==> config.mk <==
export PLATFORM = sky130hd
export DESIGN_NAME = ref_outage_guard
export DESIGN_NICKNAME = d
export VERILOG_FILES = /design/src/rtl/refguard_pkg.sv /design/src/rtl/refguard_edge_sync.sv /design/src/rtl/refguard_gap_timer.sv /design/src/rtl/refguard_ctrl.sv /design/src/rtl/ref_outage_guard.sv
export SDC_FILE = /design/constraint.sdc
export NUM_CORES = 1
export LEC_CHECK = 0
export ABC_AREA = 1
export BUFFER_PORTS_ARGS = -buffer_cell sky130_fd_sc_hd__buf_4
export CAP_MARGIN = 20
export CORE_UTILIZATION = 61
export DETAILED_ROUTE_END_ITERATION = 10
export PLACE_DENSITY = 0.85
export SLEW_MARGIN = 15
export SYNTH_ARGS = -nofsm -noshare
export SYNTH_HDL_FRONTEND = slang
export SYNTH_HIERARCHICAL = 1
export SYNTH_SLANG_ARGS = --single-unit
==> constraint.sdc <==
create_clock -name clk_i -period 1.9 [get_ports clk_i]
set_input_delay 0.38 -clock clk_i [delete_from_list [all_inputs] [get_ports clk_i]]
set_output_delay 0.38 -clock clk_i [all_outputs]
set_load 0.01 [all_outputs]
==> src/rtl/refguard_pkg.sv <==
package refguard_pkg;

  typedef enum logic [1:0] {
    GUARD_ACQ  = 2'd0,
    GUARD_RUN  = 2'd1,
    GUARD_LOST = 2'd2
  } guard_state_e;

  typedef enum logic [1:0] {
    GAP_NONE   = 2'd0,
    GAP_SHORT  = 2'd1,
    GAP_MEDIUM = 2'd2,
    GAP_LONG   = 2'd3
  } gap_class_e;

  // Sort a gap count (cycles strictly between two edge detections).
  function automatic gap_class_e classify_gap(input int unsigned gap,
                                              input int unsigned miss_c,
                                              input int unsigned short_c,
                                              input int unsigned tout_c);
    gap_class_e c;
    if (gap >= tout_c)       c = GAP_LONG;
    else if (gap > short_c)  c = GAP_MEDIUM;
    else if (gap > miss_c)   c = GAP_SHORT;
    else                     c = GAP_NONE;
    return c;
  endfunction

  // Whether an ended gap of this class forces a fresh lock acquisition.
  function automatic logic gap_needs_relock(input gap_class_e c, input logic skip_en);
    logic r;
    case (c)
      GAP_LONG, GAP_MEDIUM: r = 1'b1;
      GAP_SHORT:            r = ~skip_en;
      default:              r = 1'b0;
    endcase
    return r;
  endfunction

endpackage

==> src/rtl/refguard_edge_sync.sv <==
module refguard_edge_sync #(
  parameter int unsigned SYNC_STAGES = 2
) (
  input  logic clk_i,
  input  logic rst_ni,
  input  logic ref_i,
  output logic edge_o
);

  logic [SYNC_STAGES-1:0] chain_q;
  logic                   hist_q;

  generate
    for (genvar i = 0; i < SYNC_STAGES; i++) begin : g_stage
      if (i == 0) begin : g_first
        always_ff @(posedge clk_i or negedge rst_ni) begin
          if (!rst_ni) chain_q[0] <= 1'b0;
          else         chain_q[0] <= ref_i;
        end
      end else begin : g_next
        always_ff @(posedge clk_i or negedge rst_ni) begin
          if (!rst_ni) chain_q[i] <= 1'b0;
          else         chain_q[i] <= chain_q[i-1];
        end
      end
    end
  endgenerate

  always_ff @(posedge clk_i or negedge rst_ni) begin
    if (!rst_ni) hist_q <= 1'b0;
    else         hist_q <= chain_q[SYNC_STAGES-1];
  end

  assign edge_o = chain_q[SYNC_STAGES-1] & ~hist_q;

endmodule

==> src/rtl/refguard_gap_timer.sv <==
module refguard_gap_timer #(
  parameter int unsigned TOUT_EXP = 23,
  localparam int unsigned CNT_W   = TOUT_EXP + 1,
  localparam int unsigned TIMEOUT = 32'd1 << TOUT_EXP
) (
  input  logic             clk_i,
  input  logic             rst_ni,
  input  logic             edge_i,
  output logic [CNT_W-1:0] gap_o,
  output logic             timeout_o
);

  localparam logic [CNT_W-1:0] SAT_VAL = CNT_W'(TIMEOUT);

  logic [CNT_W-1:0] cnt_q;
  logic             sat_w;

  assign sat_w = (cnt_q == SAT_VAL);

  always_ff @(posedge clk_i or negedge rst_ni) begin
    if (!rst_ni)     cnt_q <= '0;
    else if (edge_i) cnt_q <= '0;
    else if (!sat_w) cnt_q <= cnt_q + 1'b1;
  end

  assign gap_o     = cnt_q;
  assign timeout_o = sat_w;

endmodule

==> src/rtl/refguard_ctrl.sv <==
module refguard_ctrl
  import refguard_pkg::*;
(
  input  logic       clk_i,
  input  logic       rst_ni,
  input  logic       edge_i,
  input  logic       timeout_i,
  input  gap_class_e gap_class_i,
  input  logic       cfg_skip_i,
  input  logic       cfg_oou_i,
  input  logic       lock_i,
  output logic       unlock_o,
  output logic       out_en_o,
  output logic       relock_o
);

  guard_state_e st_q, st_d;
  logic         relock_d, relock_q;
  logic         needs_w;

  assign needs_w = gap_needs_relock(gap_class_i, cfg_skip_i);

  always_comb begin
    st_d     = st_q;
    relock_d = 1'b0;
    case (st_q)
      GUARD_ACQ: begin
        if (timeout_i && !edge_i) st_d = GUARD_LOST;
        else if (lock_i)          st_d = GUARD_RUN;
      end
      GUARD_RUN: begin
        if (edge_i) begin
          if (needs_w) begin
            st_d     = GUARD_ACQ;
            relock_d = 1'b1;
          end
        end else if (timeout_i) begin
          st_d = GUARD_LOST;
        end
      end
      GUARD_LOST: begin
        if (edge_i) begin
          st_d     = GUARD_ACQ;
          relock_d = 1'b1;
        end
      end
      default: st_d = GUARD_ACQ;
    endcase
  end

  always_ff @(posedge clk_i or negedge rst_ni) begin
    if (!rst_ni) begin
      st_q     <= GUARD_ACQ;
      relock_q <= 1'b0;
    end else begin
      st_q     <= st_d;
      relock_q <= relock_d;
    end
  end

  assign unlock_o = (st_q != GUARD_RUN);
  assign out_en_o = (st_q == GUARD_RUN) | cfg_oou_i;
  assign relock_o = relock_q;

endmodule

==> src/rtl/ref_outage_guard.sv <==
module ref_outage_guard
  import refguard_pkg::*;
#(
  parameter int unsigned MISS_CYC    = 16,
  parameter int unsigned SHORT_CYC   = 256,
  parameter int unsigned TOUT_EXP    = 23,
  parameter int unsigned SYNC_STAGES = 2
) (
  input  logic clk_i,
  input  logic rst_ni,
  input  logic ref_clk_i,
  input  logic lock_i,
  input  logic cfg_skip_en_i,
  input  logic cfg_out_on_unlock_i,
  output logic unlock_o,
  output logic out_en_o,
  output logic relock_o
);

  localparam int unsigned CNT_W   = TOUT_EXP + 1;
  localparam int unsigned TIMEOUT = 32'd1 << TOUT_EXP;

  // Internal events, named for the checker.
  logic             edge_w;
  logic             timeout_w;
  logic [CNT_W-1:0] gap_w;
  gap_class_e       class_w;

  refguard_edge_sync #(.SYNC_STAGES(SYNC_STAGES)) i_sync (
    .clk_i  (clk_i),
    .rst_ni (rst_ni),
    .ref_i  (ref_clk_i),
    .edge_o (edge_w)
  );

  refguard_gap_timer #(.TOUT_EXP(TOUT_EXP)) i_timer (
    .clk_i     (clk_i),
    .rst_ni    (rst_ni),
    .edge_i    (edge_w),
    .gap_o     (gap_w),
    .timeout_o (timeout_w)
  );

  assign class_w = classify_gap(32'(gap_w), MISS_CYC, SHORT_CYC, TIMEOUT);

  refguard_ctrl i_ctrl (
    .clk_i       (clk_i),
    .rst_ni      (rst_ni),
    .edge_i      (edge_w),
    .timeout_i   (timeout_w),
    .gap_class_i (class_w),
    .cfg_skip_i  (cfg_skip_en_i),
    .cfg_oou_i   (cfg_out_on_unlock_i),
    .lock_i      (lock_i),
    .unlock_o    (unlock_o),
    .out_en_o    (out_en_o),
    .relock_o    (relock_o)
  );

endmodule

Word-level counts from Yosys, hierarchy flattened

Cells that the tools add are included.
W data, S select, Z words.

Add/subtract/negate cells: 1
Reductions and logical operators: 5
Multiplexer cells: 17
Eq/ne operators: 12
Shift-type cells: 0
Bitwise operators: 4
$mul: 0
$lt $le $gt $ge: 3
Div/mod/pow operators: 0

Operator list:

| cell                    | number |
|---|---|
| $mux W24                | 2 |
| $add A24 B1 Y24 const B | 1 |
| $eq A24 B24 Y1 const B  | 1 |
| $ge A24 B24 Y1 const B  | 1 |
| $gt A24 B5 Y1 const B   | 1 |
| $gt A24 B9 Y1 const B   | 1 |
| $mux W2                 | 8 |
| $eq A2 B2 Y1 const B    | 3 |
| $ne A2 B1 Y1 const B    | 3 |
| $pmux W2 S3             | 1 |
| $eq A2 B1 Y1 const B    | 2 |
| $mux W1                 | 4 |
| $pmux W1 S2             | 2 |
| $reduce_and A4 Y1       | 1 |
| $ne A3 B1 Y1 const B    | 1 |
| $ne A3 B2 Y1 const B    | 1 |
| $ne A3 B3 Y1 const B    | 1 |
| $logic_not A2 Y1        | 1 |
| $not A1 Y1              | 2 |
| $reduce_or A2 Y1        | 1 |
| $and A1 B1 Y1           | 1 |
| $logic_and A1 B1 Y1     | 1 |
| $logic_not A1 Y1        | 1 |
| $or A1 B1 Y1            | 1 |

Output and inout port bits: 3
Word-level logic and storage cells: 48
Memory bits (read-only): 0
Memory bits (writable): 0
Bits in latches: 0
Input port bits: 6
Memories kept: 0
Register bits after elaboration: 30

Depth between registers and ports, before layout

Gate-level depths: netlist of run 1.

Depth in word-level cells: 10
Depth in mapped cells: 13
Mapped depth without buffers: 13

Cells and area by module

The synthesis of run 1 kept the hierarchy.

By module, submodules not included:

| module             | cells an instance | seq. area each (um2) | times used | area an instance (um2) |
|---|---|---|---|---|
| refguard_gap_timer | 220               | 600.6                | 1          | 1,498.9 |
| refguard_ctrl      | 40                | 75.1                 | 1          | 285.3 |
| ref_outage_guard   | 36                | 0.0                  | 1          | 141.4 |
| refguard_edge_sync | 5                 | 75.1                 | 1          | 85.1 |

Least setup slack after synthesis of run 1

No wires, ideal clock.

Path kind: reg2reg
Start point: register i_timer.cnt_q[0] (netlist: i_timer/gap_o[0])
End point: register i_ctrl.st_q[0]
Data required time: 1,783 ps
Clock period less this slack: 1,520 ps
Data arrival time: 1,403 ps
Path buffers: 0
Cell stages (with the launch flop): 14
Library setup time: 117 ps
Setup slack: 380 ps
Path through: dfrtp_1 -> inv_1 -> ha_1 -> nand3_1 -> nor2_1 -> nand2_1 -> nor2_1 -> inv_1 -> nand2_1 -> nand2_1 -> nand2_2 -> nand3_2 -> nand2_1 -> nand2_1

Elaborated cells between the ends (all ways): 19
Those cells by class: order compare (3); eq/ne (7); mux (6); reduce/logical (3)

RTL lines:

| item                                                       | line                     | source |
|---|---|---|
| from (decl)                                                | refguard_gap_timer.sv:15 | `logic [CNT_W-1:0] cnt_q;` |
| from (signal assigned)                                     | refguard_gap_timer.sv:23 | `else if (!sat_w) cnt_q <= cnt_q + 1'b1;` |
| $eq A24 B24 Y1 *                                           | refguard_gap_timer.sv:18 | `assign sat_w = (cnt_q == SAT_VAL);` |
| via timeout_w                                              | ref_outage_guard.sv:25   | `logic timeout_w;` |
| $logic_and A1 B1 Y1                                        | refguard_ctrl.sv:28      | `if (timeout_i && !edge_i) st_d = GUARD_LOST;` |
| $ne A3 B2 Y1 (no line) or $mux W2 (tied branches)          | n/a                      |  |
| $reduce_and A4 Y1 (no line) or $pmux W2 S3 (tied branches) | n/a                      |  |
| to (signal assigned)                                       | refguard_ctrl.sv:56      | `st_q <= st_d;` |
| to (decl)                                                  | refguard_ctrl.sv:17      | `guard_state_e st_q, st_d;` |

Mark *: on every way through the listed nets, which the timed path passes. The rest lies on a longest branch.
A chain may end at the register's enable or synchronous reset.

Worst setup path in the final report of run 1

Start point: register i_ctrl.st_q[1]
End point: output out_en_o

Cells in the longest elaborated chain, start to end: 2

Ends and longest elaborated chain:

| item         | line                   | source |
|---|---|---|
| $eq A2 B1 Y1 | refguard_ctrl.sv:62    | `assign out_en_o = (st_q == GUARD_RUN) \| cfg_oou_i;` |
| $or A1 B1 Y1 | refguard_ctrl.sv:62    |  |
| to (decl)    | ref_outage_guard.sv:16 | `output logic out_en_o,` |

No other way between the ends.

==> flow_metrics.env, run 1 <==
export IMPL_dr_total_vias=1813
export IMPL_drcViolationCount=0
export IMPL_setup_violations=0
export IMPL_rr_worst_depth=13
export IMPL_io_pins=9
export IMPL_period_share_pct=92.7
export IMPL_rows=20
export IMPL_start_util_pct=65.3
export IMPL_path_class="flop to output pin"
export IMPL_viasPerCell=5.02
export IMPL_grt_use_met3_pct=6.77
export IMPL_cts_buffers=5
export IMPL_required_ns=1.52
export IMPL_core_um2=3080
export IMPL_total_leakage_power_uw=0.00109
export IMPL_antenna_diode_count=0
export IMPL_clk_pin_slew_ns=0.11
export IMPL_status="complete, no violations"
export IMPL_start_kind="flop"
export IMPL_cts_htree_levels=2
export IMPL_cts_sinks=30
export IMPL_gp_congestion=0.916
export IMPL_peakVddDrop_v=0.000565
export IMPL_max_clock_path_buffers=2
export IMPL_drt_wl_total_um=4000
export IMPL_min_period_ns=1.76
export IMPL_grt_pass1_vias=1589
export IMPL_ant_nets=0
export IMPL_cellPowerDensity_nw_per_um2=747
export IMPL_gr_total_overflow=0
export IMPL_grt_first_pass_wirelength_um=6940
export IMPL_hold_path_class="input pin to flop"
export IMPL_place_ws_ns=0.247
export IMPL_grt_max_degree=31
export IMPL_final_core_util_pct=71.7
export IMPL_synth_seq_area_share_pct=37.3
export IMPL_fin_tns_setup_ns=0
export IMPL_ys_ff_latch=30
export IMPL_use_met1_pct=36.8
export IMPL_antenna_found_initial=0
export IMPL_die_h_um=59.4
export IMPL_port_buffers=8
export IMPL_syn_area_per_cell_um2=6.68
export IMPL_busiest_layer="met2"
export IMPL_holdPathStages=1
export IMPL_post_drt_wl_per_cell_um=11.1
export IMPL_drt_pass1_iterations=4
export IMPL_dp_final_hpwl_um=3030
export IMPL_finalNetCount=327
export IMPL_fmax_mhz=568
export IMPL_root_buffer="clkbuf_4"
export IMPL_die_w_um=59.4
export IMPL_grt_util_met2_pct=41.3
export IMPL_drive_gt1_share_pct=12.3
export IMPL_syn_nets=312
export IMPL_netlist_top_cells_area="dfrtp_1 (37%), nand2_1 (15%), nor2_1 (12%), inv_1 (6.5%), nand3_1 (5.0%)"
export IMPL_clk_latency_ns=0.34
export IMPL_worst_pin_slew_ns=0.514
export IMPL_cap_violations=0
export IMPL_slew_viol_final=0
export IMPL_critPathCaptureType="output pin"
export IMPL_cts_setup_buffers=0
export IMPL_slew_headroom_pct=65.5
export IMPL_area_growth_pct=9.77
export IMPL_synth_top_cell_area_share_pct=37.3
export IMPL_dieArea_um2=3530
export IMPL_finalNonFillerCells=361
export IMPL_ys_types=28
export IMPL_worstPathArrival_ns=1.38
export IMPL_final_setup_worst_slack_ns=0.139
export IMPL_yosysTopAreaCell="dfrtp_1"
export IMPL_clock_skew_final_ns=0.0164
export IMPL_tritoncts="yes"
export IMPL_finalHoldViolations=0
export IMPL_synth_cells=301
export IMPL_yosys_warnings=6
export IMPL_dr_first_iter_drc_count=92
export IMPL_dpl_cell_count=352
export IMPL_whs_ns=0.154
export IMPL_path_max_fanout=6
export IMPL_syn_area_um2=2010
export IMPL_globalRouteTotalUtil_pct=26.8
export IMPL_rsz0062_at_grt="no"
synthesized netlist by cell type (all sizes together):
cell type and number:
a21boi 1, a21oi 14, a31oi 1, and2 1
buf 1, clkbuf 1, clkinv 2, dfrtp 30
ha 5, inv 38, nand2 88, nand3 24
nand4 3, nor2 73, nor3 8, o21a 1
o21ai 6, or2 1, xnor2 1, xor2 2
critical path, cell delays in order, from the launching register on:
cell and delay (ns):
dfrtp_1 0.39, inv_1 0.07, ha_2 0.20, or2_1 0.23, buf_4 0.14
metrics by stage:
| step | total power, uW | instance area, um2 |
|---|---|---|
| after global placement | 1140 | 2110 |
| after global routing | 1760 | 2210 |
| after CTS | 1660 | 2200 |
| final | 1650 | 2210 |
| after detailed placement | 1150 | 2110 |
| after floorplan | 1040 | 2010 |
where the power goes:
group / internal [uW] / total, uW / switching [uW]
registers: 688 / 741 / 53.3
clock network: 272 / 507 / 234
logic: 165 / 401 / 237
final cells by class:
cell class | instances | area [um2]
flip-flops and latches | 30 | 751
multi-input cells | 229 | 1100
inverters | 40 | 150
clock inverters | 3 | 40.0
fillers | 269 | 871
well taps | 44 | 55.1
clock buffers | 5 | 37.5
repair buffers | 10 | 77.6
sequential cells by signal, indices dropped and copies added, names as in the netlist:
register,count
i_timer/gap_o,24
i_ctrl/st_q,2
i_sync/chain_q,2
i_ctrl/relock_o,1
i_sync/hist_q,1
routing by layer:
| layer | vias up | share of wire (%) |
|---|---|---|
| met3 | 7 | 4.8 |
| li1 | 968 | - |
| met1 | 795 | 49 |
| met2 | 43 | 45 |
| met5 | - | 0 |
| met4 | 0 | 1.5 |
logic make-up after synthesis:
logic type / after synthesis / synth area share [%]
adder cells (fa/ha/maj): 5 / 3.11
flip-flops: 30 / 37.3
XOR/XNOR: 3 / 1.31
AO/OA/AOI/OAI: 23 / 6.04
AND/OR/NAND/NOR: 198 / 43.8
buffers and inverters: 42 / 8.40
placed cells by master (no fill, tap or decap), drive strengths merged, types with 2 or more instances in the layout:
cell type / count
nand2: 88
nor2: 73
inv: 38
dfrtp: 30
nand3: 24
a21oi: 14
buf: 9
nor3: 8
o21ai: 6
clkbuf: 5
ha: 5
clkinv: 4
nand4: 3
xor2: 2
path summary, 6_finish.rpt:
kind                                   start                 to  slack (ns)
max reg2reg                 i_timer/gap_o[0]     i_ctrl/st_q[1]        0.29
max in group asynchronous             rst_ni   i_timer/gap_o[8]        1.12
min in group asynchronous             rst_ni  i_timer/gap_o[20]        0.49
min                                ref_clk_i  i_sync/chain_q[0]        0.15
min reg2reg                i_sync/chain_q[0]  i_sync/chain_q[1]        0.36
max                           i_ctrl/st_q[1]           out_en_o        0.14
repair_timing:
item	4_1_cts	5_1_grt
setup endpoints to repair	0	3
hold buffers	1	0
hold endpoints to repair	30	0
resized for setup	0	2
(Power assumes the default switching activity.)
==> inputs of run 2 (changes only) <==
--- a/config.mk
+++ b/config.mk
@@ -5,12 +5,11 @@
 export SDC_FILE = /design/constraint.sdc
 export NUM_CORES = 1
 export LEC_CHECK = 0
-export ABC_AREA = 1
 export BUFFER_PORTS_ARGS = -buffer_cell sky130_fd_sc_hd__buf_4
 export CAP_MARGIN = 20
-export CORE_UTILIZATION = 61
+export CORE_UTILIZATION = 60
 export DETAILED_ROUTE_END_ITERATION = 10
-export PLACE_DENSITY = 0.85
+export PLACE_DENSITY = 0.84
 export SLEW_MARGIN = 15
 export SYNTH_ARGS = -nofsm -noshare
 export SYNTH_HDL_FRONTEND = slang
==> run 2 against run 1 <==
Against the previous run: the flow now finishes with violations (setup timing); clock power shrank 20%; critical path depth grew 2; final area shrank 2.4%; hold slack lost 0.0079 ns; synthesized cell count shrank 40%; via count shrank 11%; synthesized area shrank 15%; non-clock buffer count grew 26; maximum frequency shrank 19%; final cell count shrank 30%; power grew 1.1%; register-to-register slack lost 0.57 ns; critical endpoint is now i_ctrl/st_q[1].
==> flow_metrics.env, run 2 <==
export IMPL_dr_total_vias=1608
export IMPL_ys_types=41
export IMPL_cts_sinks=30
export IMPL_gr_total_overflow=0
export IMPL_path_max_fanout=3
export IMPL_cp_cell_sequence="or4_4, or3_4, a221oi_2, a211o_1, o221a_4, o32ai_2"
export IMPL_synth_ff_type="dfrtp_1"
export IMPL_place_ws_ns=-0.263
export IMPL_final_core_util_pct=83.9
export IMPL_start_util_pct=66.2
export IMPL_synthArstFlopShare_pct=100
export IMPL_hold_path_class="input pin to flop"
export IMPL_area_growth_pct=26.8
export IMPL_tritoncts="yes"
export IMPL_clk_latency_ns=0.35
export IMPL_cts_htree_levels=2
export IMPL_synth_top_cell_area_share_pct=44.2
export IMPL_port_buffers=8
export IMPL_ant_nets=0
export IMPL_synth_seq_area_share_pct=44.2
export IMPL_worst_pin_slew_ns=0.430
export IMPL_cellPowerDensity_nw_per_um2=774
export IMPL_largest_reg_flops=24
export IMPL_finalNetCount=231
export IMPL_drt_pass1_iterations=4
export IMPL_slew_viol_final=0
export IMPL_slew_headroom_pct=71.3
export IMPL_grt_pass1_vias=1554
export IMPL_clk_pin_slew_ns=0.10
export IMPL_slowest_delay_ns=0.54
export IMPL_antenna_found_initial=0
export IMPL_cp_slowest_cell="or4_4"
export IMPL_drive_gt1_share_pct=31.7
export IMPL_total_leakage_power_uw=0.000931
export IMPL_grt_first_pass_wirelength_um=6910
export IMPL_viasPerCell=6.41
export IMPL_dr_first_iter_drc_count=65
export IMPL_synth_edf_count=0
export IMPL_die_w_um=55.2
export IMPL_antenna_diode_count=0
export IMPL_rsz0062_at_grt="yes"
export IMPL_globalRouteTotalUtil_pct=29.3
export IMPL_yosys_area_share_adder_pct=3.68
export IMPL_required_ns=2.12
export IMPL_post_drt_wl_per_cell_um=17.1
export IMPL_yosys_warnings=6
export IMPL_core_um2=2570
export IMPL_whs_ns=0.146
export IMPL_final_setup_worst_slack_ns=-0.276
export IMPL_period_share_pct=115
export IMPL_path_class="flop to flop"
export IMPL_dieArea_um2=3050
export IMPL_syn_nets=193
export IMPL_final_cell_mix="buf_4 (34), dfrtp_1 (28), nor2_1 (17), inv_1 (11)"
export IMPL_max_clock_path_buffers=2
export IMPL_die_h_um=55.2
export IMPL_dp_final_hpwl_um=2870
export IMPL_violations="setup timing"
export IMPL_critPathCaptureType="flop"
export IMPL_layout_commonest_cell="buf_4"
export IMPL_grt_max_degree=31
export IMPL_rows=18
export IMPL_synth_xor_area_share_pct=6.70
export IMPL_peakVddDrop_v=0.000823
export IMPL_ys_top_cells_by_count="dfrtp_1 (30), nor2_1 (18), inv_1 (12)"
export IMPL_io_pins=9
export IMPL_critPathTopFamily="simple AND/OR/NAND/NOR gates"
export IMPL_status="complete, but fails checks"
export IMPL_gp_congestion=0.849
export IMPL_cts_buffers=5
export IMPL_yosysTopAreaCell="dfrtp_1"
export IMPL_critical_path_buf_inv_count=0
export IMPL_drt_wl_total_um=4300
export IMPL_finalHoldViolations=0
export IMPL_synth_compound_area_share_pct=13.0
export IMPL_fmax_mhz=460
export IMPL_syn_area_per_cell_um2=9.34
export IMPL_setup_violations=5
export IMPL_worstPathArrival_ns=2.39
export IMPL_synth_top_family_by_area="simple AND/OR/NAND/NOR gates"
export IMPL_ys_ff_latch=30
export IMPL_syn_area_um2=1700
export IMPL_clock_skew_final_ns=0.0129
export IMPL_cap_violations=0
export IMPL_synthMuxAreaShare_pct=0
export IMPL_drcViolationCount=0
export IMPL_fillerInstances=146
export IMPL_root_buffer="clkbuf_4"
export IMPL_start_kind="flop"
export IMPL_yosys_area_share_simple_pct=28.5
export IMPL_min_period_ns=2.18
export IMPL_netlist_top_cells_area="dfrtp_1 (44%), xnor2_1 (5.2%), nor2_1 (4.0%), ha_1 (3.7%), nor4_1 (3.7%)"
export IMPL_synth_cells=182
export IMPL_synth_most_common_cell="dfrtp_1"
-- run 2: through the flow --
stage | std cells | setup TNS [ns] | power (uW) | cell area [um2]
after floorplan | 182 | -0.598 | 1020 | 1720
after global placement | 239 | -0.465 | 1160 | 1980
after detailed placement | 239 | -0.742 | 1190 | 1980
after CTS | 249 | -0.621 | 1600 | 2070
after global routing | 251 | -1.12 | 1750 | 2150
final | 251 | -0.622 | 1670 | 2150
-- run 2: worst paths after layout --
kind | from | endpoint | slack (ns) | depth (start not counted)
setup / recovery | i_timer/gap_o[1] | i_ctrl/st_q[1] | -0.28 | 6
hold / removal | ref_clk_i | i_sync/chain_q[0] | 0.15 | 1
setup reg to reg | i_timer/gap_o[1] | i_ctrl/st_q[1] | -0.28 | 6
hold reg to reg | i_sync/chain_q[0] | i_sync/chain_q[1] | 0.36 | 0
max in group asynchronous | rst_ni | i_timer/gap_o[2] | 1.12 | 2
min in group asynchronous | rst_ni | i_timer/gap_o[20] | 0.48 | 2
-- run 2: timing repair --
action,in CTS,in global routing
endpoints found under the hold margin,30,0
endpoints found under the setup margin,7,11
resized for setup,4,16
hold buffers,1,0
buffers inserted,1,2
pin swaps,3,5
-- run 2: logic make-up (layout without fill, tap and decap cells) --
| kind of cell | after synthesis | in the layout |
|---|---|---|
| buffers and inverters | 17 | 56 |
| flip-flops | 30 | 30 |
| AO/OA/AOI/OAI | 32 | 32 |
| AND/OR/NAND/NOR | 85 | 85 |
| adder cells (fa/ha/maj) | 5 | 5 |
| XOR/XNOR | 13 | 13 |
-- run 2: layout make-up --
type / count / area, um2 / share of cell area [%]
Inverter: 12 / 45.0 / 2.09
Clock inverter: 1 / 5.00 / 0.232
Sequential cell: 30 / 753 / 35.0
Tap cell: 30 / 37.5 / 1.74
Multi-Input combinational cell: 135 / 982 / 45.6
Clock buffer: 7 / 55.1 / 2.56
Timing Repair Buffer: 36 / 277 / 12.8
-- run 2: metal layers --
| metal | global-route usage [%] | share of wire [%] | routed length, um |
|---|---|---|---|
| met4 | 13.2 | 3.1 | 133 |
| met2 | 48.2 | 50 | 2130 |
| met5 | 0 | 0 | 0 |
| met1 | 35.4 | 41 | 1780 |
| met3 | 8.67 | 5.8 | 251 |
-- run 2: report_power, final --
group          internal, uW  switching [uW]
sequential              686            30.5
clock                   179             228
combinational           261             283
total                  1130             542
